===== src/rtl/bsv_pkg.sv =====
`timescale 1ns/1ps
package bsv_pkg;

    localparam int CTRL_W     = 64;
    localparam int ADDR_W     = 64;
    localparam int DATA_W     = 64;
    localparam int HANDLE_W   = 32;
    localparam int SPACE_W    = 4;
    localparam int LEN_W      = 8;
    localparam int HANDLE_LSB = 32;
    localparam int SPACE_LSB  = 16;
    localparam int LEN_LSB    = 0;
    localparam int ENABLE_BIT = 31;
    localparam int BEAT_BYTES = 8;
    localparam int BEAT_SHIFT = $clog2(BEAT_BYTES);
    localparam int PAGE_BYTES = 4096;
    localparam int PAGE_SHIFT = $clog2(PAGE_BYTES);
    localparam int BEAT_IDX_W = LEN_W - BEAT_SHIFT;
    localparam int STATUS_W   = 8;

    localparam logic [SPACE_W-1:0]  MAX_SPACE    = 4'd5;
    localparam logic [STATUS_W-1:0] ST_NONE      = 8'h00;
    localparam logic [STATUS_W-1:0] ST_BLOCKED   = 8'h08;
    localparam logic [STATUS_W-1:0] ST_BAD_SPACE = 8'h0A;

    typedef enum logic [1:0] {
        CC_OK         = 2'd0,
        CC_STATUS     = 2'd1,
        CC_RSVD       = 2'd2,
        CC_BAD_HANDLE = 2'd3
    } cc_e;

    typedef enum logic [1:0] {
        EXC_NONE = 2'd0,
        EXC_SPEC = 2'd1,
        EXC_OPER = 2'd2,
        EXC_RSVD = 2'd3
    } exc_e;

    typedef enum logic [1:0] {
        FN_ACTIVE     = 2'd0,
        FN_ERROR      = 2'd1,
        FN_PERM_ERROR = 2'd2,
        FN_OFFLINE    = 2'd3
    } fn_state_e;

    typedef enum logic [2:0] {
        PH_IDLE  = 3'd0,
        PH_CHECK = 3'd1,
        PH_ISSUE = 3'd2,
        PH_WAIT  = 3'd3,
        PH_DONE  = 3'd4
    } phase_e;

    typedef struct packed {
        logic [HANDLE_W-1:0] handle;
        logic [SPACE_W-1:0]  space;
        logic [LEN_W-1:0]    len;
    } ctrl_t;

    typedef struct packed {
        ctrl_t              ctrl;
        logic [ADDR_W-1:0]  offset;
        logic [ADDR_W-1:0]  src;
        fn_state_e          fstate;
    } req_t;

    typedef struct packed {
        cc_e                 cc;
        logic [STATUS_W-1:0] status;
        exc_e                exc;
    } result_t;

    function automatic ctrl_t split_ctrl(input logic [CTRL_W-1:0] w);
        ctrl_t c;
        c.handle = w[HANDLE_LSB +: HANDLE_W];
        c.space  = w[SPACE_LSB +: SPACE_W];
        c.len    = w[LEN_LSB +: LEN_W];
        return c;
    endfunction

    function automatic result_t mk_result(input cc_e cc,
                                          input logic [STATUS_W-1:0] st,
                                          input exc_e exc);
        result_t r;
        r.cc     = cc;
        r.status = st;
        r.exc    = exc;
        return r;
    endfunction

endpackage


===== src/rtl/bsv_maxlen_reg.sv =====
`timescale 1ns/1ps
module bsv_maxlen_reg #(
    parameter int W         = 16,
    parameter int RESET_VAL = 128
) (
    input  logic         clk,
    input  logic         rst,
    input  logic         we,
    input  logic [W-1:0] wdata,
    output logic [W-1:0] q
);
    always_ff @(posedge clk) begin
        if (rst) begin
            q <= W'(RESET_VAL);
        end else if (we) begin
            q <= wdata;
        end
    end
endmodule


===== src/rtl/bsv_rule_eval.sv =====
`timescale 1ns/1ps
module bsv_rule_eval
    import bsv_pkg::*;
#(
    parameter int MAXLEN_W = 16
) (
    input  req_t                req,
    input  logic [MAXLEN_W-1:0] max_len,
    input  logic                region_ok,
    output logic                fail,
    output result_t             res
);
    localparam int CMP_W = (MAXLEN_W > LEN_W) ? MAXLEN_W : LEN_W;
    localparam int PG_W  = PAGE_SHIFT + 1;

    logic             handle_off;
    logic             fn_blocked;
    logic             space_bad;
    logic             off_misalign;
    logic             src_misalign;
    logic             len_short;
    logic             len_odd;
    logic             len_over;
    logic             page_cross;
    logic             spec_bad;
    logic [CMP_W-1:0] len_c;
    logic [CMP_W-1:0] max_c;
    logic [PG_W-1:0]  page_end;

    assign handle_off   = !req.ctrl.handle[ENABLE_BIT];
    assign fn_blocked   = (req.fstate == FN_ERROR) || (req.fstate == FN_PERM_ERROR);
    assign space_bad    = req.ctrl.space > MAX_SPACE;
    assign off_misalign = |req.offset[BEAT_SHIFT-1:0];
    assign src_misalign = |req.src[BEAT_SHIFT-1:0];
    assign len_short    = req.ctrl.len <= LEN_W'(BEAT_BYTES);
    assign len_odd      = |req.ctrl.len[BEAT_SHIFT-1:0];
    assign len_c        = CMP_W'(req.ctrl.len);
    assign max_c        = CMP_W'(max_len);
    assign len_over     = len_c > max_c;
    assign page_end     = {1'b0, req.offset[PAGE_SHIFT-1:0]} + PG_W'(req.ctrl.len);
    assign page_cross   = page_end > PG_W'(PAGE_BYTES);
    assign spec_bad     = off_misalign || src_misalign || len_short || len_odd
                        || len_over || page_cross;

    // Fixed ranking: handle, function state, space, specification, region.
    always_comb begin
        fail = 1'b1;
        res  = mk_result(CC_OK, ST_NONE, EXC_NONE);
        if (handle_off) begin
            res = mk_result(CC_BAD_HANDLE, ST_NONE, EXC_NONE);
        end else if (fn_blocked) begin
            res = mk_result(CC_STATUS, ST_BLOCKED, EXC_NONE);
        end else if (space_bad) begin
            res = mk_result(CC_STATUS, ST_BAD_SPACE, EXC_NONE);
        end else if (spec_bad) begin
            res = mk_result(CC_OK, ST_NONE, EXC_SPEC);
        end else if (!region_ok) begin
            res = mk_result(CC_OK, ST_NONE, EXC_OPER);
        end else begin
            fail = 1'b0;
        end
    end

    logic unused_rule;
    assign unused_rule = ^{req.ctrl.handle, req.offset, req.src};
endmodule


===== src/rtl/bsv_beat_gen.sv =====
`timescale 1ns/1ps
module bsv_beat_gen
    import bsv_pkg::*;
(
    input  logic                  clk,
    input  logic                  rst,
    input  logic                  load,
    input  logic [ADDR_W-1:0]     base,
    input  logic [LEN_W-1:0]      len,
    input  logic                  advance,
    output logic [BEAT_IDX_W-1:0] idx,
    output logic [ADDR_W-1:0]     addr,
    output logic                  last
);
    logic [BEAT_IDX_W-1:0] idx_q;
    logic [BEAT_IDX_W-1:0] last_idx_q;
    logic [ADDR_W-1:0]     base_q;
    logic [LEN_W-1:0]      beats_m1;

    assign beats_m1 = (len >> BEAT_SHIFT) - LEN_W'(1);

    always_ff @(posedge clk) begin
        if (rst) begin
            idx_q      <= '0;
            last_idx_q <= '0;
            base_q     <= '0;
        end else if (load) begin
            idx_q      <= '0;
            last_idx_q <= beats_m1[BEAT_IDX_W-1:0];
            base_q     <= base;
        end else if (advance) begin
            idx_q <= idx_q + BEAT_IDX_W'(1);
        end
    end

    assign idx  = idx_q;
    assign addr = base_q + (ADDR_W'(idx_q) << BEAT_SHIFT);
    assign last = (idx_q == last_idx_q);

    logic unused_beat;
    assign unused_beat = ^beats_m1;
endmodule


===== src/rtl/blkstore_seq.sv =====
`timescale 1ns/1ps
module blkstore_seq
    import bsv_pkg::*;
#(
    parameter int MAXLEN_W     = 16,
    parameter int MAXLEN_RESET = 128
) (
    input  logic                  clk,
    input  logic                  rst,
    input  logic                  req_valid,
    output logic                  req_ready,
    input  logic [CTRL_W-1:0]     req_ctrl,
    input  logic [ADDR_W-1:0]     req_offset,
    input  logic [ADDR_W-1:0]     req_src,
    input  logic [1:0]            fn_state,
    input  logic                  cfg_max_we,
    input  logic [MAXLEN_W-1:0]   cfg_max_len,
    output logic [SPACE_W-1:0]    rgn_space,
    output logic [ADDR_W-1:0]     rgn_offset,
    output logic [LEN_W-1:0]      rgn_len,
    input  logic                  rgn_ok,
    output logic [BEAT_IDX_W-1:0] src_idx,
    input  logic [DATA_W-1:0]     src_data,
    output logic                  wr_valid,
    input  logic                  wr_ready,
    output logic [ADDR_W-1:0]     wr_addr,
    output logic [DATA_W-1:0]     wr_data,
    input  logic                  wr_resp_valid,
    input  logic                  wr_resp_err,
    output logic                  done,
    output logic [1:0]            done_cc,
    output logic [STATUS_W-1:0]   done_status,
    output logic [1:0]            done_exc
);
    phase_e                ph_q, ph_d;
    req_t                  req_q, req_in;
    result_t               res_q, res_d, chk_res;
    logic                  res_we;
    logic                  chk_fail;
    logic                  accept;
    logic                  advance;
    logic                  beat_last;
    logic [MAXLEN_W-1:0]   max_len;

    assign accept = req_valid && req_ready;

    always_comb begin
        req_in.ctrl   = split_ctrl(req_ctrl);
        req_in.offset = req_offset;
        req_in.src    = req_src;
        req_in.fstate = fn_state_e'(fn_state);
    end

    bsv_maxlen_reg #(
        .W         (MAXLEN_W),
        .RESET_VAL (MAXLEN_RESET)
    ) u_maxlen (
        .clk   (clk),
        .rst   (rst),
        .we    (cfg_max_we),
        .wdata (cfg_max_len),
        .q     (max_len)
    );

    bsv_rule_eval #(
        .MAXLEN_W (MAXLEN_W)
    ) u_rules (
        .req       (req_q),
        .max_len   (max_len),
        .region_ok (rgn_ok),
        .fail      (chk_fail),
        .res       (chk_res)
    );

    bsv_beat_gen u_beats (
        .clk     (clk),
        .rst     (rst),
        .load    (accept),
        .base    (req_offset),
        .len     (req_in.ctrl.len),
        .advance (advance),
        .idx     (src_idx),
        .addr    (wr_addr),
        .last    (beat_last)
    );

    always_ff @(posedge clk) begin
        if (rst) begin
            ph_q  <= PH_IDLE;
            req_q <= '0;
            res_q <= '0;
        end else begin
            ph_q <= ph_d;
            if (accept) begin
                req_q <= req_in;
            end
            if (res_we) begin
                res_q <= res_d;
            end
        end
    end

    always_comb begin
        ph_d    = ph_q;
        res_we  = 1'b0;
        res_d   = res_q;
        advance = 1'b0;
        case (ph_q)
            PH_IDLE: begin
                if (req_valid) begin
                    ph_d = PH_CHECK;
                end
            end
            PH_CHECK: begin
                if (chk_fail) begin
                    res_we = 1'b1;
                    res_d  = chk_res;
                    ph_d   = PH_DONE;
                end else begin
                    ph_d = PH_ISSUE;
                end
            end
            PH_ISSUE: begin
                if (wr_ready) begin
                    ph_d = PH_WAIT;
                end
            end
            PH_WAIT: begin
                if (wr_resp_valid) begin
                    if (wr_resp_err) begin
                        res_we = 1'b1;
                        res_d  = mk_result(CC_OK, ST_NONE, EXC_OPER);
                        ph_d   = PH_DONE;
                    end else if (beat_last) begin
                        res_we = 1'b1;
                        res_d  = mk_result(CC_OK, ST_NONE, EXC_NONE);
                        ph_d   = PH_DONE;
                    end else begin
                        advance = 1'b1;
                        ph_d    = PH_ISSUE;
                    end
                end
            end
            PH_DONE: begin
                ph_d = PH_IDLE;
            end
            default: begin
                ph_d = PH_IDLE;
            end
        endcase
    end

    assign req_ready   = (ph_q == PH_IDLE);
    assign wr_valid    = (ph_q == PH_ISSUE);
    assign wr_data     = src_data;
    assign done        = (ph_q == PH_DONE);
    assign done_cc     = res_q.cc;
    assign done_status = res_q.status;
    assign done_exc    = res_q.exc;
    assign rgn_space   = req_q.ctrl.space;
    assign rgn_offset  = req_q.offset;
    assign rgn_len     = req_q.ctrl.len;

    logic unused_top;
    assign unused_top = ^{req_ctrl, req_q.src, req_q.ctrl.handle};
endmodule


===== config.mk =====
export PLATFORM = sky130hd
export DESIGN_NAME = blkstore_seq
export DESIGN_NICKNAME = d
export VERILOG_FILES = /design/src/rtl/bsv_pkg.sv /design/src/rtl/bsv_maxlen_reg.sv /design/src/rtl/bsv_rule_eval.sv /design/src/rtl/bsv_beat_gen.sv /design/src/rtl/blkstore_seq.sv
export SDC_FILE = /design/constraint.sdc
export NUM_CORES = 1
export LEC_CHECK = 0
export CORE_AREA = 10 10 191 193
export DETAILED_ROUTE_END_ITERATION = 12
export DIE_AREA = 0 0 201 203
export DONT_BUFFER_PORTS = 1
export SLEW_MARGIN = 20
export SYNTH_ARGS = -nofsm -noshare
export SYNTH_HDL_FRONTEND = slang
export SYNTH_SLANG_ARGS = --single-unit

===== constraint.sdc =====
create_clock -name clk -period 3.35 [get_ports clk]
set_clock_uncertainty 0.15 [all_clocks]
set_input_delay 0.335 -clock clk [delete_from_list [all_inputs] [get_ports clk]]
set_output_delay 0.335 -clock clk [all_outputs]
set_load 0.02 [all_outputs]

==> Yosys cells after proc, flatten, opt, wreduce, memory -nomap -nowiden <==
Cells that the tools add are included.
{ "totals": {"output_inout_bits": 224, "regBits": 154, "word_cells": 79, "inputBits": 282} }
{ "op_classes": {"muxes": 31, "reduce_logical": 15, "eq_ne": 12, "add_sub_neg": 4, "n_lt_le_gt_ge": 4} }
{ "ops": {"columns": ["operator", "count"], "rows": [
  ["two-way mux 12 bit", 8],
  ["adder 64 x 8 -> 64 bit", 1],
  ["case mux 12 bit (2 select lines)", 1],
  ["two-way mux 3 bit", 6],
  ["greater-than comparator 8 x 16 -> 1 bit", 1],
  ["adder 12 x 8 -> 13 bit", 1],
  ["greater-than comparator 13 bit, second input constant", 1],
  ["two-way mux 1 bit", 13],
  ["case mux 3 bit (4 select lines)", 1],
  ["OR reduction 3 bit", 3],
  ["<= comparator 8 x 4 -> 1 bit, second input constant", 1],
  ["== test 3 x 2 -> 1 bit, second input constant", 2],
  ["logical OR 1 bit", 6],
  ["inequality test 2 bit, second input constant", 3],
  ["adder 5 x 1 -> 5 bit, second input constant", 1],
  ["== test 5 bit", 1],
  ["AND reduction 5 bit", 1],
  ["subtractor 5 x 1 -> 5 bit, second input constant", 1],
  ["greater-than comparator 4 x 3 -> 1 bit, second input constant", 1],
  ["== test 3 x 1 -> 1 bit, second input constant", 1],
  ["== test 3 bit, second input constant", 1],
  ["zero test 3 bit", 1],
  ["inequality test 3 bit, second input constant", 1],
  ["AND reduction 3 bit", 1],
  ["other kinds (8)", 8]
]} }

==> Logic depth before layout (Yosys ltp) <==
{ "logic_depth": {"ltp_word": 13, "ltp_mapped": 11} }

==> Modules after synthesis <==
A second synthesis with hierarchy kept.
{ "hier_totals": {"hier_cells": 1617, "area_unflattened_um2": 13410.4} }
{ "by_module_without_submodules": {"columns": ["module", "cells_each", "area_each_um2", "instances", "seq_area_each_um2"], "rows": [
  ["blkstore_seq", 974, 7903.8, 1, 3783.6],
  ["bsv_beat_gen", 476, 4127.7, 1, 1481.4],
  ["bsv_rule_eval", 115, 797.0, 1, 0.0],
  ["bsv_maxlen_reg", 52, 581.8, 1, 320.3]
]} }

==> Least setup slack after synthesis <==
Ideal clock, no wire load.
{ "synth_timing": {"path_kind": "flip-flop to output port", "startpoint": "register u_beats.idx_q[0], in the netlist u_beats.idx[0]", "endpoint": "output port wr_addr[63]", "arrival_time_ns": 3.078, "path_slack_ns": -0.213, "path_buffers": 1, "path_stages_with_launch": 12, "path_cell_list": "dfxtp_1 ha_1 inv_1 fa_1 nor2b_1 o21a_1 o21ai_0 a2111o_1 or3_1 clkbuf_1 nor3_1 xor2_1"} }
{ "synth_between": {"elab_chain_len": 1} }
{ "synth_rtl": {"columns": ["item", "line", "text"], "rows": [
  ["start: declaration", "bsv_beat_gen.sv:15", "logic [BEAT_IDX_W-1:0] idx_q;"],
  ["start signal: assignment", "bsv_beat_gen.sv:32", "idx_q <= idx_q + BEAT_IDX_W'(1);"],
  ["adder 64 x 8 -> 64 bit", "bsv_beat_gen.sv:37", "assign addr = base_q + (ADDR_W'(idx_q) << BEAT_SHIFT);"],
  ["end: declaration", "blkstore_seq.sv:26", "output logic [ADDR_W-1:0] wr_addr,"]
]} }
No other way between the ends.

==> Final worst setup path <==
Same ends and word-level chain as after synthesis.

==> results.py <==
metrics = {
    "synthesis": {
        "synth_top_area_share_pct": 32.2,
        "synth_cell_types": 57,
        "netlist_area_sq_um": 7270,
        "async_flop_share_pct": 0,
        "syn_inst": 943,
        "synthTopCellsByArea": "dfxtp_1 32%, buf_4 15%, nand2_1 10%, a21oi_1 6.4%, xnor2_1 5.1%",
        "synth-seq-area-share_pct": 32.2,
        "synth-edff-count": 0,
        "synth.avg_cell_area_sq_um": 7.71,
        "synthTopCellsByCount": "203 x nand2_1, 149 x buf_4, 117 x dfxtp_1",
        "synth.most_common_cell": "nand2_1",
        "synth-seq-cells": 117,
        "synth_top_area_cell": "dfxtp_1",
        "ys_warn_count": 0,
        "synthFlopType": "dfxtp_1",
    },
    "floorplanning": {
        "rows": 66,
        "coreArea_sq_um": 32500,
        "die_x_microns": 201,
        "dieArea_sq_um": 40800,
        "dieHeight_microns": 203,
        "io-pin-count": 506,
        "initial_core_util_pct": 22.4,
    },
    "run_status": {
        "failed_checks": "negative setup slack",
        "status": "finished, violations left",
    },
    "clock_tree": {
        "root_buffer": "clkbuf_16",
        "htreeDepth": 4,
        "cts_tree": "yes",
        "clkLatencyLatePin_ns": 0.43,
        "clock-sinks": 117,
        "clockBufferDepth": 2,
        "path_clk_slew_ns": 0.06,
        "numCtsBuffers": 17,
    },
    "sta": {
        "fmax_mhz": 278,
        "hold_violations": 0,
        "setup_ws_ns": -0.244,
        "rsz0062_at_grt": "true",
        "setup_violations": 20,
        "post-route-min-period_ns": 3.59,
        "relSlewSlack_pct": 31.0,
        "drv_slew": 0,
        "finalCritPeriodShare_pct": 107,
        "worstMarginPinSlew_ns": 1.03,
    },
    "route": {
        "dr.pass1.iters": 4,
        "vias": 6571,
        "avgRoutedWirePerCell_microns": 18.6,
        "drcViolationCount": 0,
        "wirelength_microns": 27600,
        "ant_nets": 0,
        "routed_via_density": 4.42,
        "first_iter_violations": 384,
    },
    "critical_path": {
        "r2r-start": "u_beats.base_q[0]",
        "critPathMaxFanout": 8,
        "startpoint": "u_beats.idx[0]",
        "critPathRequiredTime_ns": 2.86,
        "crit_arrival_ns": 3.11,
        "worstSetupStartpointType": "flop",
        "reg2regPathDepth": 10,
        "cp-end-kind": "primary output",
        "path_class": "flop to primary output",
    },
    "cells_and_area": {
        "drive_above_1_share_pct": 21.2,
        "final.fill_count": 3427,
        "syn2layout_area_growth_pct": 34.4,
        "finish.net_count": 1337,
        "n_antenna_cell": 0,
    },
    "grt": {
        "grt_max_degree": 111,
        "grt_pass1_wl_microns": 40900,
        "grt_pass1_vias": 6599,
        "grt.overflow.total": 0,
        "grt_usage_pct": 13.1,
        "antenna_found_initial": 0,
    },
    "power": {
        "power.total_mw": 4.20,
        "irDropWorstVdd_mv": 0.336,
        "p_leak_nw": 4.15,
        "power_per_cell_area_nw_per_um2": 430,
    },
    "placed_design": {
        "place_ws_ns": -0.119,
        "place_hpwl_microns": 19800,
        "port_buffers": 0,
        "gp_congestion": 0.884,
    },
    "job": {
        "max_cap_violations": 0,
    },
    "hold_path": {
        "hold_class": "input port to flop",
        "hold_start": "req_ctrl[7]",
        "min_delay_path_depth": 2,
    },
}
-- registers in the layout, indices dropped and copies added, names as in the netlist --
signal and count:
u_beats.idx 5, req_q 6, u_beats.last_idx_q 5, done_exc 2, done_cc 2, rgn_len 8
u_maxlen.q 16, u_beats.base_q 64, ph_q 3, done_status 2, rgn_space 4
-- final timing paths --
path                            slack (ns)                     to
worst min-delay path                  0.04  u_beats.last_idx_q[4]
worst max-delay path                 -0.24            wr_addr[63]
worst min register to register        0.31               req_q[4]
worst max register to register        0.15            done_exc[1]
-- cell families (layout without fill, tap and decap cells) --
kind of cell | after synthesis | after routing | synth area share [%]
simple gates | 358 | 358 | 21.7
buf+inv | 212 | 307 | 18.7
compound gates | 138 | 138 | 11.4
flops | 117 | 117 | 32.2
xor+xnor | 74 | 74 | 8.91
fa+ha+maj | 25 | 25 | 4.51
mux | 18 | 18 | 2.48
other cells | 1 | 6 | 0.0516
-- what timing repair did --
action	in CTS	in global routing
endpoints found under the hold margin	112	0
hold buffers	118	0
resized for setup	45	32
setup buffers	4	4
cloned	1	0
endpoints found under the setup margin	34	50
pin swaps	12	15
-- per-layer routing --
metal,vias up,GRT usage (%),share of wire (%)
li1,3163,-,-
met1,3082,13.3,37
met2,281,22.4,50
met3,43,6.85,11
met4,2,4.46,1.9
met5,-,1.35,0.29
-- through the flow --
stage	area, sq um	utilization, %	instances	TNS [ns]	hold WS, ns
floorplan	7300	-	948	-0.0576	0.286
global placement	7540	23.2	1326	-0.518	0.267
detailed placement	7540	23.2	1326	-0.423	0.269
CTS	9590	29.5	1481	-4.47	0.0229
global route	9770	30.1	1485	-8.63	0.0523
finish	9770	30.1	1485	-2.73	0.0449
-- layout by cell type, fill, tap and decap left out, types with 6 or more instances in the layout --
master           n
a21oi_1         92
and3_1          10
buf_4          120
buf_6            6
clkbuf_16       17
conb_1           6
dfxtp_1        112
dlygate4sd3_1  117
ha_1            21
inv_1           25
mux2i_1         18
nand2_1        199
nand3_1         25
nand4_1          8
nor2_1          43
nor2_4           7
nor2b_1          6
nor3_1          15
nor3_4           9
nor4_1           6
xnor2_1         34
xnor2_2          8
xor2_1          32
-- power breakdown --
| group | internal, mW | total (mW) | switching [mW] |
|---|---|---|---|
| clock network | 1.10 | 1.84 | 0.739 |
| registers | 1.47 | 1.57 | 0.0953 |
| logic | 0.342 | 0.795 | 0.453 |
| total | 2.92 | 4.20 | 1.29 |
-- layout make-up --
class                           instances  area, sq um  area share [%]
Multi-Input combinational cell        619         3920            40.1
Sequential cell                       117         2350            24.1
Timing Repair Buffer                  249         2270            23.2
Tap cell                              442          553            5.66
Clock buffer                           18          429            4.39
Clock inverter                         14          153            1.56
Inverter                               26         97.6           0.999
-- critical path: stages, from the launching register on --
cell      delay, ns
dfxtp_4        0.36
ha_4           0.13
inv_2          0.03
fa_2           0.33
nor2b_1        0.12
o21a_1         0.15
o21ai_2        0.07
a2111o_1       0.50
or3_1          0.35
buf_6          0.17
nor3_4         0.14
xor2_1         0.16
buf_4          0.16
(Power assumes the default switching activity.)
